===== config.mk =====
export PLATFORM = sky130hd
export DESIGN_NAME = gpio_irq_unit
export DESIGN_NICKNAME = d
export VERILOG_FILES = /design/src/rtl/gpio_irq_pkg.sv /design/src/rtl/gpio_irq_sync.sv /design/src/rtl/gpio_irq_debounce.sv /design/src/rtl/gpio_irq_detect.sv /design/src/rtl/gpio_irq_unit.sv
export SDC_FILE = /design/constraint.sdc
export NUM_CORES = 1
export LEC_CHECK = 0
export BUFFER_PORTS_ARGS = -buffer_cell sky130_fd_sc_hd__buf_2
export CAP_MARGIN = 20
export CORE_MARGIN = 1
export CORE_UTILIZATION = 25
export CTS_CLUSTER_DIAMETER = 30
export DETAILED_ROUTE_END_ITERATION = 12
export GPL_ROUTABILITY_DRIVEN = 0
export SYNTH_ARGS = -nofsm -noshare
export SYNTH_HDL_FRONTEND = slang
export SYNTH_SLANG_ARGS = --single-unit

===== constraint.sdc =====
create_clock -name clk -period 6.32 [get_ports clk]
set_input_delay 1.58 -clock clk [delete_from_list [all_inputs] [get_ports clk]]
set_output_delay 1.58 -clock clk [all_outputs]
set_load 0.05 [all_outputs]

===== src/rtl/gpio_irq_pkg.sv =====
package gpio_irq_pkg;
    localparam int unsigned OFS_ENABLE   = 32'h30;
    localparam int unsigned OFS_MASK     = 32'h34;
    localparam int unsigned OFS_TRIGGER  = 32'h38;
    localparam int unsigned OFS_POLARITY = 32'h3C;
    localparam int unsigned OFS_STATUS   = 32'h40;
    localparam int unsigned OFS_RAW      = 32'h44;
    localparam int unsigned OFS_DEBOUNCE = 32'h48;
    localparam int unsigned OFS_CLEAR    = 32'h4C;
    localparam int unsigned OFS_PINS     = 32'h50;
    localparam int unsigned BUS_W        = 32;
endpackage


===== src/rtl/gpio_irq_sync.sv =====
module gpio_irq_sync #(
    parameter int unsigned W      = 32,
    parameter int unsigned STAGES = 2
) (
    input  logic         clk,
    input  logic         rst_n,
    input  logic [W-1:0] din,
    output logic [W-1:0] dout
);
    logic [STAGES-1:0][W-1:0] stage_d, stage_q;

    always_comb begin
        stage_d[0] = din;
        for (int i = 1; i < STAGES; i++) begin
            stage_d[i] = stage_q[i-1];
        end
    end

    always_ff @(posedge clk or negedge rst_n) begin
        if (!rst_n) stage_q <= '0;
        else        stage_q <= stage_d;
    end

    assign dout = stage_q[STAGES-1];
endmodule


===== src/rtl/gpio_irq_debounce.sv =====
module gpio_irq_debounce #(
    parameter int unsigned W      = 32,
    parameter int unsigned DB_LEN = 4
) (
    input  logic         clk,
    input  logic         rst_n,
    input  logic [W-1:0] raw,
    output logic [W-1:0] filt
);
    localparam int unsigned CW  = $clog2(DB_LEN + 1);
    localparam int unsigned LIM = DB_LEN - 1;

    logic [W-1:0]         filt_d, filt_q;
    logic [W-1:0][CW-1:0] cnt_d, cnt_q;

    always_comb begin
        for (int i = 0; i < W; i++) begin
            filt_d[i] = filt_q[i];
            cnt_d[i]  = cnt_q[i];
            if (raw[i] == filt_q[i]) begin
                cnt_d[i] = '0;
            end else if (cnt_q[i] == CW'(LIM)) begin
                filt_d[i] = raw[i];
                cnt_d[i]  = '0;
            end else begin
                cnt_d[i] = cnt_q[i] + CW'(1);
            end
        end
    end

    always_ff @(posedge clk or negedge rst_n) begin
        if (!rst_n) begin
            filt_q <= '0;
            cnt_q  <= '0;
        end else begin
            filt_q <= filt_d;
            cnt_q  <= cnt_d;
        end
    end

    assign filt = filt_q;

    for (genvar g = 0; g < W; g++) begin : g_line_chk

        db_hold_chk: assert property (@(posedge clk) disable iff (!rst_n)
            (filt_q[g] != $past(filt_q[g])) |-> ($past(cnt_q[g]) == CW'(LIM)));
    end
endmodule


===== src/rtl/gpio_irq_detect.sv =====
module gpio_irq_detect #(
    parameter int unsigned W = 32
) (
    input  logic         clk,
    input  logic         rst_n,
    input  logic [W-1:0] level_in,
    input  logic [W-1:0] en,
    input  logic [W-1:0] trig,
    input  logic [W-1:0] pol,
    input  logic [W-1:0] clr,
    output logic [W-1:0] raw_stat
);
    typedef struct packed {
        logic [W-1:0] prev;
        logic [W-1:0] latch;
    } det_t;

    det_t         st_d, st_q;
    logic [W-1:0] edge_set;
    logic [W-1:0] lvl_hit;

    always_comb begin
        edge_set = en & trig & ((pol & level_in & ~st_q.prev) |
                                (~pol & ~level_in & st_q.prev));
        lvl_hit  = en & ~trig & ~(level_in ^ pol);
        st_d.prev  = level_in;
        st_d.latch = (st_q.latch & ~clr) | edge_set;
        raw_stat   = lvl_hit | (st_q.latch & en & trig);
    end

    always_ff @(posedge clk or negedge rst_n) begin
        if (!rst_n) st_q <= '0;
        else        st_q <= st_d;
    end


    set_wins_chk: assert property (@(posedge clk) disable iff (!rst_n)
        (edge_set != '0) |=> ((st_q.latch & $past(edge_set)) == $past(edge_set)));


    latch_hold_chk: assert property (@(posedge clk) disable iff (!rst_n)
        ((~st_q.latch & $past(st_q.latch) & ~$past(clr)) == '0));


    no_disabled_set_chk: assert property (@(posedge clk) disable iff (!rst_n)
        ((st_q.latch & ~$past(st_q.latch) & ~$past(en)) == '0));
endmodule


===== src/rtl/gpio_irq_unit.sv =====
module gpio_irq_unit
    import gpio_irq_pkg::*;
#(
    parameter int unsigned NLINES       = 32,
    parameter int unsigned DB_LEN       = 4,
    parameter int unsigned ADDR_W       = 8,
    parameter bit          PER_LINE_IRQ = 1'b1
) (
    input  logic              clk,
    input  logic              rst_n,
    input  logic              psel,
    input  logic              penable,
    input  logic              pwrite,
    input  logic [ADDR_W-1:0] paddr,
    input  logic [31:0]       pwdata,
    output logic [31:0]       prdata,
    input  logic [NLINES-1:0] pins_i,
    output logic              irq_o,
    output logic [NLINES-1:0] irq_line_o
);
    typedef struct packed {
        logic [NLINES-1:0] en;
        logic [NLINES-1:0] mask;
        logic [NLINES-1:0] trig;
        logic [NLINES-1:0] pol;
        logic [NLINES-1:0] deb;
    } cfg_t;

    typedef struct packed {
        logic              irq;
        logic [NLINES-1:0] line;
    } out_t;

    cfg_t              cfg_d, cfg_q;
    out_t              out_d, out_q;
    logic              wr_en;
    logic [NLINES-1:0] wdata;
    logic [NLINES-1:0] clr_vec;
    logic [NLINES-1:0] pin_sync, pin_filt, qual;
    logic [NLINES-1:0] raw_stat, masked;

    gpio_irq_sync #(.W(NLINES), .STAGES(2)) u_sync (
        .clk(clk), .rst_n(rst_n), .din(pins_i), .dout(pin_sync)
    );

    gpio_irq_debounce #(.W(NLINES), .DB_LEN(DB_LEN)) u_deb (
        .clk(clk), .rst_n(rst_n), .raw(pin_sync), .filt(pin_filt)
    );

    assign qual = (cfg_q.deb & pin_filt) | (~cfg_q.deb & pin_sync);

    gpio_irq_detect #(.W(NLINES)) u_det (
        .clk(clk), .rst_n(rst_n), .level_in(qual),
        .en(cfg_q.en), .trig(cfg_q.trig), .pol(cfg_q.pol),
        .clr(clr_vec), .raw_stat(raw_stat)
    );

    always_comb begin
        wr_en   = psel & penable & pwrite;
        wdata   = pwdata[NLINES-1:0];
        cfg_d   = cfg_q;
        clr_vec = '0;
        if (wr_en) begin
            case (paddr)
                ADDR_W'(OFS_ENABLE):   cfg_d.en   = wdata;
                ADDR_W'(OFS_MASK):     cfg_d.mask = wdata;
                ADDR_W'(OFS_TRIGGER):  cfg_d.trig = wdata;
                ADDR_W'(OFS_POLARITY): cfg_d.pol  = wdata;
                ADDR_W'(OFS_DEBOUNCE): cfg_d.deb  = wdata;
                ADDR_W'(OFS_CLEAR):    clr_vec    = wdata;
                default: ;
            endcase
        end
        masked    = raw_stat & ~cfg_q.mask;
        out_d.irq  = |masked;
        out_d.line = masked;
    end

    always_comb begin
        prdata = '0;
        if (psel && !pwrite) begin
            case (paddr)
                ADDR_W'(OFS_ENABLE):   prdata = BUS_W'(cfg_q.en);
                ADDR_W'(OFS_MASK):     prdata = BUS_W'(cfg_q.mask);
                ADDR_W'(OFS_TRIGGER):  prdata = BUS_W'(cfg_q.trig);
                ADDR_W'(OFS_POLARITY): prdata = BUS_W'(cfg_q.pol);
                ADDR_W'(OFS_STATUS):   prdata = BUS_W'(masked);
                ADDR_W'(OFS_RAW):      prdata = BUS_W'(raw_stat);
                ADDR_W'(OFS_DEBOUNCE): prdata = BUS_W'(cfg_q.deb);
                ADDR_W'(OFS_PINS):     prdata = BUS_W'(pin_sync);
                default:               prdata = '0;
            endcase
        end
    end

    always_ff @(posedge clk or negedge rst_n) begin
        if (!rst_n) begin
            cfg_q <= '0;
            out_q <= '0;
        end else begin
            cfg_q <= cfg_d;
            out_q <= out_d;
        end
    end

    assign irq_o = out_q.irq;

    if (PER_LINE_IRQ) begin : g_line_out
        assign irq_line_o = out_q.line;
    end else begin : g_no_line_out
        assign irq_line_o = '0;
    end


    irq_rise_chk: assert property (@(posedge clk) disable iff (!rst_n)
        (|masked) |=> irq_o);


    irq_fall_chk: assert property (@(posedge clk) disable iff (!rst_n)
        !(|masked) |=> !irq_o);


    mask_block_chk: assert property (@(posedge clk) disable iff (!rst_n)
        ((out_q.line & $past(cfg_q.mask)) == '0));
endmodule


Word-level counts from Yosys, hierarchy flattened
Cells that the tools add are included.
{ "totals": {"regBits": 449, "input_bits": 77, "output_inout_bits": 65, "wordCells": 349} }
{ "classes": {"addsub": 32, "eq_ne": 73, "mux": 68, "bitwise": 61, "reduce_logical": 40} }
{ "ops": {"columns": ["cell", "n"], "rows": [
  ["bitwise AND 32 bit", 14],
  ["inverter 32 bit", 8],
  ["one-hot mux 32 bit (8 select lines)", 1],
  ["two-way mux 3 bit", 64],
  ["OR 32 bit", 4],
  ["adder 3 x 1 -> 3 bit, second input constant", 32],
  ["equality test 3 x 2 -> 1 bit, second input constant", 32],
  ["two-way mux 32 bit", 3],
  ["AND reduction 2 bit", 37],
  ["equality test 8 x 7 -> 1 bit, second input constant", 5],
  ["equality test 1 bit", 32],
  ["equality test 8 x 6 -> 1 bit, second input constant", 4],
  ["inverter 1 bit", 32],
  ["OR reduction 32 bit", 1],
  ["bitwise XOR 32 bit", 1],
  ["bitwise AND 1 bit", 2],
  ["logical AND 1 bit", 1],
  ["zero test 1 bit", 1]
]} }

Depth between registers and ports, before layout
Gate-level depths: netlist (run 1).
{ "depth": {"depth_word": 10, "depth_mapped": 9, "mapped_depth_nobuf": 7} }

Modules after synthesis
Synthesis (run 1) repeated with hierarchy kept, for this count alone.
{ "hier_totals": {"hier_cells": 1626, "hier_area_um2": 20968.9} }
{ "by_module_without_submodules": {"columns": ["mod", "instances", "cells_per_inst", "area_each_um2", "seq_area_each_um2"], "rows": [
  ["gpio_irq_unit", 1, 794, 9972.1, 4829.6],
  ["gpio_irq_debounce", 1, 352, 5311.3, 3203.1],
  ["gpio_irq_detect", 1, 416, 4083.9, 1601.5],
  ["gpio_irq_sync", 1, 64, 1601.5, 1601.5]
]} }

Worst setup path after synthesis (run 1)
No wires, ideal clock.
{ "synth_timing": {"path_kind": "input -> output", "start": "in paddr[2]", "end": "out prdata[26]", "arrival_time_ns": 3.627, "t_required_ns": 4.740, "setup_slack_ns": 1.113, "stages": 7, "path_buffers": 2, "cell_sequence": "buf_2 -> nor4b_2 -> nand2_1 -> clkbuf_1 -> o32ai_1 -> a21oi_1 -> a21oi_1"} }
{ "synth_between": {"elab_chain_cells": 3, "elab_cells_between_ends": 10, "cone_classes": "8 x eq/ne; 2 x mux"} }
{ "synth_rtl": {"columns": ["element", "line_no", "rtl"], "rows": [
  ["start: declaration", "gpio_irq_unit.sv:14", "input logic [ADDR_W-1:0] paddr,"],
  ["equality test 8 x 7 -> 1 bit or equality test 8 x 6 -> 1 bit (tied branches)", "gpio_irq_unit.sv:82", "case (paddr)"],
  ["one-hot mux 32 bit (8 select lines) (*)", "gpio_irq_unit.sv:82", null],
  ["two-way mux 32 bit (*)", "gpio_irq_unit.sv:81", "if (psel && !pwrite) begin"],
  ["end: declaration", "gpio_irq_unit.sv:16", "output logic [31:0] prdata,"]
]} }
Mark *: on every way between the ends. The rest lies on a longest branch, timed or not.

Final worst setup path (run 1)
{ "layout_timing": {"start": "in paddr[3]", "end": "out prdata[23]"} }
The elaborated chain is that of the path after synthesis.

==> metrics, run 1 <==
status=finished, final reports clean; clk slew on worst S/H paths=approximately 40 ps; # resized after CTS=0; Avg Inst Size Synth=12.49 sq um; post-route insts no fill=a little under 3000; drt pass-1 iters=5; First DRT Iteration DRCs=1155; most frequent cell after synthesis=dfrtp_1; clk buf depth=3; Total Wirelength=59.79 mm; Hold Path End=u_sync.dout[26]; # nets final=2007; FFs w/ async S/R, synth=100.0%; Rel. slew slack=29.72%; CP Class=in -> out; Crit path required time=4740 ps; CP endpoint kind=output port; IO Count=142; Core Area=just under 0.08 sq mm; clk_skew=21.73 ps; DRC=0; Post-synth top flop=dfrtp_1; Hold Path Depth=0; flops & latches, synth=between 400 and 500; pwr dens=about 400 mW/mm^2; worst r2r dst=irq_o; Crit Path Max Fanout=14; vias=14110; Final min period=5724 ps; reg2reg path depth=8; initial antenna violation count=16; Starting Density=about a quarter; DP HPWL=approximately 40 mm; static leakage=12.27 nW; final hold viol count=0; CTS tree=built; unrepaired setup endpoints after global routing=false; Synth Cell Area=between 0.02 and 0.025 sq mm; Post-synth top cells=449 x dfrtp_1, 197 x mux2_2, 125 x nand2_1, 96 x ha_1, 72 x inv_1; Max VDD drop=0.0002366 V; GRT Util Overall=14.71%; dpl cells=between 2000 and 3000; flop2flop setup slack=3310 ps; postcts setup bufs=0; Antenna Nets Post-Route=0; Hold Crit Class=reg -> reg; worst skew pair latency=660 ps; die footprint=0.08128 sq mm; max-cap viol count=0; Cells after Synth=1604; row count=about 100; crit path from=paddr[3]; maximum number of pins on one net before global-route repair=158; period utilization=90.57%; post-synth top area share=56.08%; top post-synthesis cells by area=dfrtp_1 56%, mux2_2 11%, ha_1 6.0%, mux2i_1 2.7%, nor3b_1 2.4%; final setup vio count=0; sequential-to-total area share from yosys stat=56.08%; Sum Neg Setup Slack=0 ps; Fillers=7786; Post-synth EDFFs=0; warnings from Yosys=0; global route overflow=0; Syn Nets=1777; slew at the pin with the worst max-slew slack=~1100 ps; share of cells above drive strength 1=a little under a third; IO Port Bufs=141; multi-input logic area=0.008312 sq mm; post-synth cell types=57; Slew Limit Fails=0; storage element area=0.01124 sq mm; synthesis-to-layout area growth=33.40%; Die Span Y=285.1 um; vias per inst=~4.7; CTS Buf Count=between 100 and 150; worst endpoint data arrival time=4140 ps; Num Clock Sinks=449; Critical Path Source Type=primary input; reg2reg start=cfg_q[1]; H-tree depth=3; first-pass GRT wire length=90.63 mm; cts hold-fix bufs=0; die width=between 200 and 300 um; fmax=0.1747 GHz; post-synth top area cell=dfrtp_1; routed len/inst=roughly 20 um; vias in the first global route=14940; HP Start=u_sync.stage_d[58]; Root Driver=clkbuf_16
==> registers in the layout, indices dropped and copies added (netlist names) <==
register / flops
cfg_q: 160
u_deb.cnt_q: 96
u_sync.stage_d: 32
u_deb.filt: 32
u_det.st_q: 64
irq_o: 1
irq_line_o: 32
u_sync.dout: 32
==> layer usage <==
| layer | vias up | track usage [%] | routed length (um) |
|---|---|---|---|
| met1 | 7175 | 19.29 | 25780 |
| met3 | 147 | 4.032 | 4640 |
| li1 | 6282 | - | - |
| met4 | 14 | 5.000 | 1472 |
| met2 | 493 | 23.26 | 27810 |
| met5 | - | 0 | 90 |
==> area by class of cell <==
| cell class | instances | area share (%) |
|---|---|---|
| Multi-Input combinational cell | 1026 | 31.10 |
| Clock buffer | 133 | 11.22 |
| Antenna cell | 1 | 0.009362 |
| Tap cell | 1050 | 4.915 |
| Clock inverter | 74 | 4.199 |
| Inverter | 72 | 1.011 |
| Sequential cell | 449 | 42.04 |
| Timing Repair Buffer | 176 | 5.514 |
==> critical path, stage by stage <==
cell and delay (ps):
buf_2 230, nor4b_2 310, buf_4 360, and2_1 630, buf_4 320, a22oi_1 90
a31oi_1 400, buf_12 200
==> placed cells by master (no fill, tap or decap), drive strengths merged, types with 9 or more instances in the layout <==
master	Yosys	routed
dfrtp	449	449
mux2	206	206
buf	34	176
clkbuf	23	133
nand2	125	125
ha	96	96
inv	72	78
nor3b	64	64
mux2i	54	54
o21ai	47	47
nor2	40	40
nor2b	38	38
a21oi	37	37
a32o	34	34
nor3	33	33
xnor2	32	32
a22oi	31	31
clkinv	0	29
bufinv	0	22
and2	19	19
clkinvlp	0	17
or2	16	16
nand2b	13	13
o22ai	13	13
a222oi	11	11
a31oi	11	11
o21a	9	9
a211oi	9	9
==> worst max path at each step <==
stage / endpoint / slack, ps / depth (start not counted)
floorplan: prdata[26] / 1110 / 7
global placement: prdata[23] / 610 / 8
detailed placement: prdata[23] / 640 / 8
CTS: prdata[23] / 630 / 8
global route: prdata[0] / 560 / 7
finish: prdata[23] / 600 / 8
==> logic make-up after synthesis <==
group                    count (synthesis)  share of synthesized area [%]
XOR/XNOR                                32                          1.399
AO/OA/AOI/OAI                          244                          8.712
adder cells (fa/ha/maj)                 96                          5.995
multiplexers                           262                          14.50
AND/OR/NAND/NOR                        392                          10.69
flip-flops                             449                          56.08
buffers and inverters                  129                          2.629
==> report_power, final <==
group / internal, W / switching [W]
sequential: 0.00321 / 0.000222
combinational: 0.000439 / 0.000440
clock: 0.00428 / 0.00185
==> through the flow <==
step           instance area (sq um)  util (%)  power (W)  hold slack [ps]  worst slack [ps]
3_3_place_gp                   22590     28.55   0.004262            332.0             609.1
4_1_cts                        26730     33.78    0.01057            345.5             630.8
3_5_place_dp                   22610     28.57   0.004362            335.5             644.0
2_1_floorplan                  20040         -   0.004039            331.2              1113
6_report                       26730     33.78    0.01044            342.1             596.1
5_1_grt                        26730     33.78    0.01087            350.8             561.1
Power figures use the tool's default switching activity.
==> inputs of run 2 (changes only) <==
--- a/config.mk
+++ b/config.mk
@@ -7,11 +7,11 @@
 export LEC_CHECK = 0
 export BUFFER_PORTS_ARGS = -buffer_cell sky130_fd_sc_hd__buf_2
 export CAP_MARGIN = 20
-export CORE_MARGIN = 1
 export CORE_UTILIZATION = 25
 export CTS_CLUSTER_DIAMETER = 30
 export DETAILED_ROUTE_END_ITERATION = 12
 export GPL_ROUTABILITY_DRIVEN = 0
+export PLACE_DENSITY = 0.39
 export SYNTH_ARGS = -nofsm -noshare
 export SYNTH_HDL_FRONTEND = slang
 export SYNTH_SLANG_ARGS = --single-unit
==> metrics, run 2 (same netlist as run 1, synthesis figures left out) <==
status=finished, final reports clean (unchanged); post-route insts no fill=3019 (was 2981); clk_skew=19.46 ps (was 21.73 ps); cts hold-fix bufs=0 (unchanged); crit-path leading delay family=buffers and inverters (unchanged); final setup vio count=0 (unchanged); DP HPWL=39.74 mm (was 40.13 mm); max FFs per register=160 (unchanged); CP Class=in -> out (unchanged); crit path from=paddr[2] (was paddr[3]); reg2reg start=u_sync.dout[13] (was cfg_q[1]); largest reg by FF count=cfg_q (unchanged); CTS tree=built (unchanged); Slew Limit Fails=0 (unchanged); Core Area=0.07913 sq mm (unchanged); postcts setup bufs=0 (unchanged); slew at the pin with the worst max-slew slack=1015 ps (was 1052 ps); Final min period=5524 ps (was 5724 ps); Clock power frac=60.7% (was 58.7%); share of cells above drive strength 1=31.61% (was 31.14%); die footprint=0.08128 sq mm (unchanged); Placed Instance Area=0.02261 sq mm (about the same); # nets final=2034 (was 2007); worst r2r dst=irq_o (unchanged); GRT Util Overall=15.36% (was 14.71%); Worst path most repeated cell=buf_4 (unchanged); clk slew on worst S/H paths=40 ps (about the same); routed len/inst=20.25 um (was 20.06 um); worst endpoint data arrival time=3940 ps (was 4140 ps); Crit Path Max Fanout=22 (was 14); Total Wirelength=61.15 mm (was 59.79 mm); fmax=0.1810 GHz (was 0.1747 GHz); Hold Crit Class=reg -> reg (unchanged); Reg power frac=31.3% (was 32.9%); first-pass GRT wire length=93.30 mm (was 90.63 mm); CP Depth=8 (unchanged); Pint=0.008336 W (was 0.007928 W); commonest cells after routing, fill and taps aside=449 x dfrtp_1, 197 x mux2_2, 137 x clkbuf_16 (was 449 x dfrtp_1, 197 x mux2_2, 123 x nand2_1); switching share of power=23.80% (was 24.04%); Num Clock Sinks=449 (unchanged); CTS Buf Count=136 (was 109); Logic pwr share=8.0% (was 8.4%); period utilization=87.40% (was 90.57%); max-cap viol count=0 (unchanged); DRC=0 (unchanged); Sum Neg Setup Slack=0 ps (unchanged); dpl cells=2773 (unchanged); CP Buf/Inv Count=4 (unchanged); Critical Path Source Type=primary input (unchanged); maximum number of pins on one net before global-route repair=119 (was 158); synthesis-to-layout area growth=35.72% (was 33.40%); Largest regs=cfg_q (160), u_deb.cnt_q (96), u_det.st_q (64) (unchanged); vias=14010 (was 14110); pwr dens=402.3 mW/mm^2 (was 390.5 mW/mm^2); Worst path slowest cell=or4_1 (was and2_1); die width=285.1 um (unchanged); global route overflow=0 (unchanged); unrepaired setup endpoints after global routing=false (unchanged); Root Driver=clkbuf_16 (unchanged); Die Span Y=285.1 um (unchanged); CP endpoint kind=output port (unchanged); Crit path required time=4740 ps (about the same); IO Count=142 (unchanged); Max VDD drop=0.0002014 V (was 0.0002366 V); Starting Density=25.32% (unchanged); flop2flop setup slack=3200 ps (was 3310 ps); vias per inst=4.639 (was 4.734); fin area=0.02719 sq mm (was 0.02673 sq mm); clk buf depth=3 (unchanged); initial antenna violation count=12 (was 16); # resized after CTS=0 (unchanged); IO Port Bufs=141 (unchanged); static leakage=12.59 nW (was 12.27 nW); worst skew pair latency=700 ps (was 660 ps); final hold viol count=0 (unchanged); reg2reg path depth=7 (was 8); Switch Pwr=0.002604 W (was 0.002509 W); row count=103 (unchanged); Rel. slew slack=31.71% (was 29.72%); worst setup path endpoint=prdata[22] (was prdata[23]); H-tree depth=4 (was 3); CP max stage delay=540 ps (was 630 ps); most common cell after layout, fill and taps aside=dfrtp_1 (unchanged); First DRT Iteration DRCs=949 (was 1155); Antenna Nets Post-Route=0 (unchanged); vias in the first global route=14900 (was 14940); drt pass-1 iters=6 (was 5); Cell Chain, Critical Path=buf_2, buf_4, and4b_1, or4_1, nand3b_1, buf_4, a31oi_1, buf_12 (was buf_2, nor4b_2, buf_4, and2_1, buf_4, a22oi_1, a31oi_1, buf_12)
==> run 2: power groups by stage <==
stage	clock network, W	registers [W]	logic, W
final	0.00664	0.00343	0.000875
after global routing	0.00699	0.00347	0.00101
after CTS	0.00681	0.00343	0.000896
after detailed placement	0	0.00347	0.000888
after global placement	0	0.00345	0.000856
after floorplan	0	0.00341	0.000624
==> run 2: through the flow <==
step	power (W)	hold WS, ps	worst slack, ps	utilization (%)
finish	0.01094	341.5	796.2	34.36
global route	0.01147	349.2	684.7	34.36
CTS	0.01114	344.5	799.9	34.36
detailed placement	0.004357	334.7	817.0	28.57
global placement	0.004308	331.1	819.8	28.57
floorplan	0.004039	331.2	1113	-
==> run 2: layout make-up <==
class                      count  area, sq um
clock buffer                 189         3914
sequential                   449        11240
antenna                        1        2.502
inverter                      72        270.3
tap                         1050         1314
multi-input combinational   1026         8324
clock inverter                56        668.1
fill                        7895        51940
timing repair buffer         176         1464
==> run 2: how the worst min path moves through the flow <==
stage / startpoint / to / cells past startpoint
6_report: u_sync.stage_d[57] / u_sync.dout[25] / 0
5_1_grt: u_sync.stage_d[47] / u_sync.dout[15] / 0
4_1_cts: u_sync.stage_d[57] / u_sync.dout[25] / 0
3_5_place_dp: u_sync.stage_d[61] / u_sync.dout[29] / 0
3_3_place_gp: u_sync.stage_d[61] / u_sync.dout[29] / 0
2_1_floorplan: u_sync.stage_d[32] / u_sync.dout[0] / 0
==> run 2: per-layer routing <==
metal | vias up | wire (um) | GRT usage [%]
met5 | - | 69 | 0
met4 | 12 | 1731 | 6.644
met3 | 150 | 3954 | 5.056
met2 | 398 | 27400 | 22.91
met1 | 7097 | 27990 | 20.22
li1 | 6348 | - | -
==> inputs of run 3 (changes only) <==
--- a/config.mk
+++ b/config.mk
@@ -7,11 +7,13 @@
 export LEC_CHECK = 0
 export BUFFER_PORTS_ARGS = -buffer_cell sky130_fd_sc_hd__buf_2
 export CAP_MARGIN = 20
+export CELL_PAD_IN_SITES_DETAIL_PLACEMENT = 1
+export CELL_PAD_IN_SITES_GLOBAL_PLACEMENT = 1
 export CORE_UTILIZATION = 25
 export CTS_CLUSTER_DIAMETER = 30
 export DETAILED_ROUTE_END_ITERATION = 12
 export GPL_ROUTABILITY_DRIVEN = 0
-export PLACE_DENSITY = 0.39
+export PLACE_DENSITY = 0.45
 export SYNTH_ARGS = -nofsm -noshare
 export SYNTH_HDL_FRONTEND = slang
 export SYNTH_SLANG_ARGS = --single-unit
==> metrics, run 3 (same netlist as run 1, synthesis figures left out) <==
Rel. slew slack=23.88% (was 31.71%); post-route insts no fill=3029 (was 3019); CP endpoint kind=output port (unchanged); reg2reg path depth=7 (unchanged); cts hold-fix bufs=0 (unchanged); Crit Path Max Fanout=14 (was 22); pwr dens=419.3 mW/mm^2 (was 402.3 mW/mm^2); Total Wirelength=64.71 mm (was 61.15 mm); synthesis-to-layout area growth=37.28% (was 35.72%); M1 GR Usage=21.47% (was 20.22%); Root Driver=clkbuf_16 (unchanged); GRT Util Overall=16.34% (was 15.36%); die width=285.1 um (unchanged); routed len/inst=21.36 um (was 20.25 um); final hold viol count=0 (unchanged); Antenna Nets Post-Route=0 (unchanged); max-cap viol count=0 (unchanged); largest reg by FF count=cfg_q (unchanged); postcts setup bufs=0 (unchanged); worst endpoint data arrival time=4140 ps (was 3940 ps); Critical Path Source Type=primary input (unchanged); clk_skew=25.80 ps (was 19.46 ps); CTS tree=built (unchanged); worst skew pair latency=690 ps (was 700 ps); Core Area=0.07913 sq mm (unchanged); vias=14140 (was 14010); drt pass-1 iters=7 (was 6); Max VDD drop=0.0002278 V (was 0.0002014 V); clk buf depth=3 (unchanged); most common cell after layout, fill and taps aside=dfrtp_1 (unchanged); met3 Use GR=4.360% (was 5.056%); static leakage=12.73 nW (was 12.59 nW); commonest cells after routing, fill and taps aside=449 x dfrtp_1, 197 x mux2_2, 138 x clkbuf_16 (was 449 x dfrtp_1, 197 x mux2_2, 137 x clkbuf_16); share of cells above drive strength 1=32.41% (was 31.61%); IO Port Bufs=141 (unchanged); First DRT Iteration DRCs=656 (was 949); slew at the pin with the worst max-slew slack=1135 ps (was 1015 ps); unrepaired setup endpoints after global routing=false (unchanged); Final min period=5720 ps (was 5524 ps); Hold Path Depth=0 (unchanged); status=finished, final reports clean (unchanged); Die Span Y=285.1 um (unchanged); most used routing layer=met2 (unchanged); period utilization=90.50% (was 87.40%); Slew Limit Fails=0 (unchanged); dpl cells=2773 (unchanged); fmax=0.1748 GHz (was 0.1810 GHz); H-tree depth=4 (unchanged); Largest regs=cfg_q (160), u_deb.cnt_q (96), u_det.st_q (64) (unchanged); Hold Crit Class=reg -> reg (unchanged); # resized after CTS=0 (unchanged); initial antenna violation count=9 (was 12); Starting Density=25.32% (unchanged); max FFs per register=160 (unchanged); worst setup margin=600.2 ps (was 796.2 ps); pre-CTS setup slack=600.7 ps (was 817.0 ps); row count=103 (unchanged); Num Clock Sinks=449 (unchanged); DRC=0 (unchanged); global route overflow=0 (unchanged); IO Count=142 (unchanged); CTS Buf Count=137 (was 136); Crit path required time=4740 ps (about the same); DP HPWL=42.55 mm (was 39.74 mm); post-layout util=34.76% (was 34.36%); final setup vio count=0 (unchanged); first-pass GRT wire length=99.71 mm (was 93.30 mm); met2 Use GR=25.36% (was 22.91%); die footprint=0.08128 sq mm (unchanged); maximum number of pins on one net before global-route repair=138 (was 119); CP Class=in -> out (unchanged); Sum Neg Setup Slack=0 ps (unchanged); vias per inst=4.668 (was 4.639); vias in the first global route=15790 (was 14900); clk slew on worst S/H paths=40 ps (about the same); # nets final=2035 (was 2034)
run 3: changes by cell type in the layout (fill, tap and decap cells not counted), moves of 5 or more:
cell,delta
clkinvlp_4,+5
clkbuf_1,-9
clkbuf_8,-5
bufinv_16,+12
run 3: metrics by stage:
| stage | hold slack [ps] | instance area (sq um) | power, W |
|---|---|---|---|
| 3_3_place_gp | 332.2 | 22550 | 0.004315 |
| 5_1_grt | 348.6 | 27490 | 0.01203 |
| 6_report | 338.6 | 27500 | 0.01153 |
| 3_5_place_dp | 336.3 | 22550 | 0.004385 |
| 2_1_floorplan | 331.2 | 20040 | 0.004039 |
| 4_1_cts | 336.9 | 27490 | 0.01172 |
run 3: metal layers:
metal	part of all wire, %	vias up	routed length, um
met5	0.14	-	89
met4	3.0	14	1966
met3	5.1	151	3298
met2	46	354	30020
met1	45	7257	29340
li1	-	6363	-
run 3: final timing paths:
| kind | slack (ps) | startpoint | to |
|---|---|---|---|
| max | 600 | paddr[2] | prdata[5] |
| min | 340 | u_sync.stage_d[37] | u_sync.dout[5] |
| max reg2reg | 3480 | u_sync.dout[16] | irq_o |
| min reg2reg | 340 | u_sync.stage_d[37] | u_sync.dout[5] |
| max in group asynchronous | 4120 | rst_n | u_deb.cnt_q[9] |
| min in group asynchronous | 900 | rst_n | cfg_q[20] |
run 3: worst max-delay path, stage by stage:
cell	delay (ps)
buf_2	240
nor4_2	510
and3_1	340
or4_1	160
and3b_1	790
o21a_1	340
buf_12	170
run 3: cell type report:
type / count / area [sq um]
fill: 8474 / 51620
timing repair buffer: 176 / 1404
clock inverter: 76 / 1104
antenna: 4 / 10.01
tap: 1050 / 1314
clock buffer: 176 / 3836
multi-input combinational: 1026 / 8330
sequential: 449 / 11240
inverter: 72 / 270.3
run 3: report_power, final:
part	switching [W]	internal, W	total, W	leakage, nW
Combinational	0.000447	0.000440	0.000887	4.54
Sequential	0.000221	0.00321	0.00343	5.75
Clock	0.00205	0.00517	0.00722	2.44
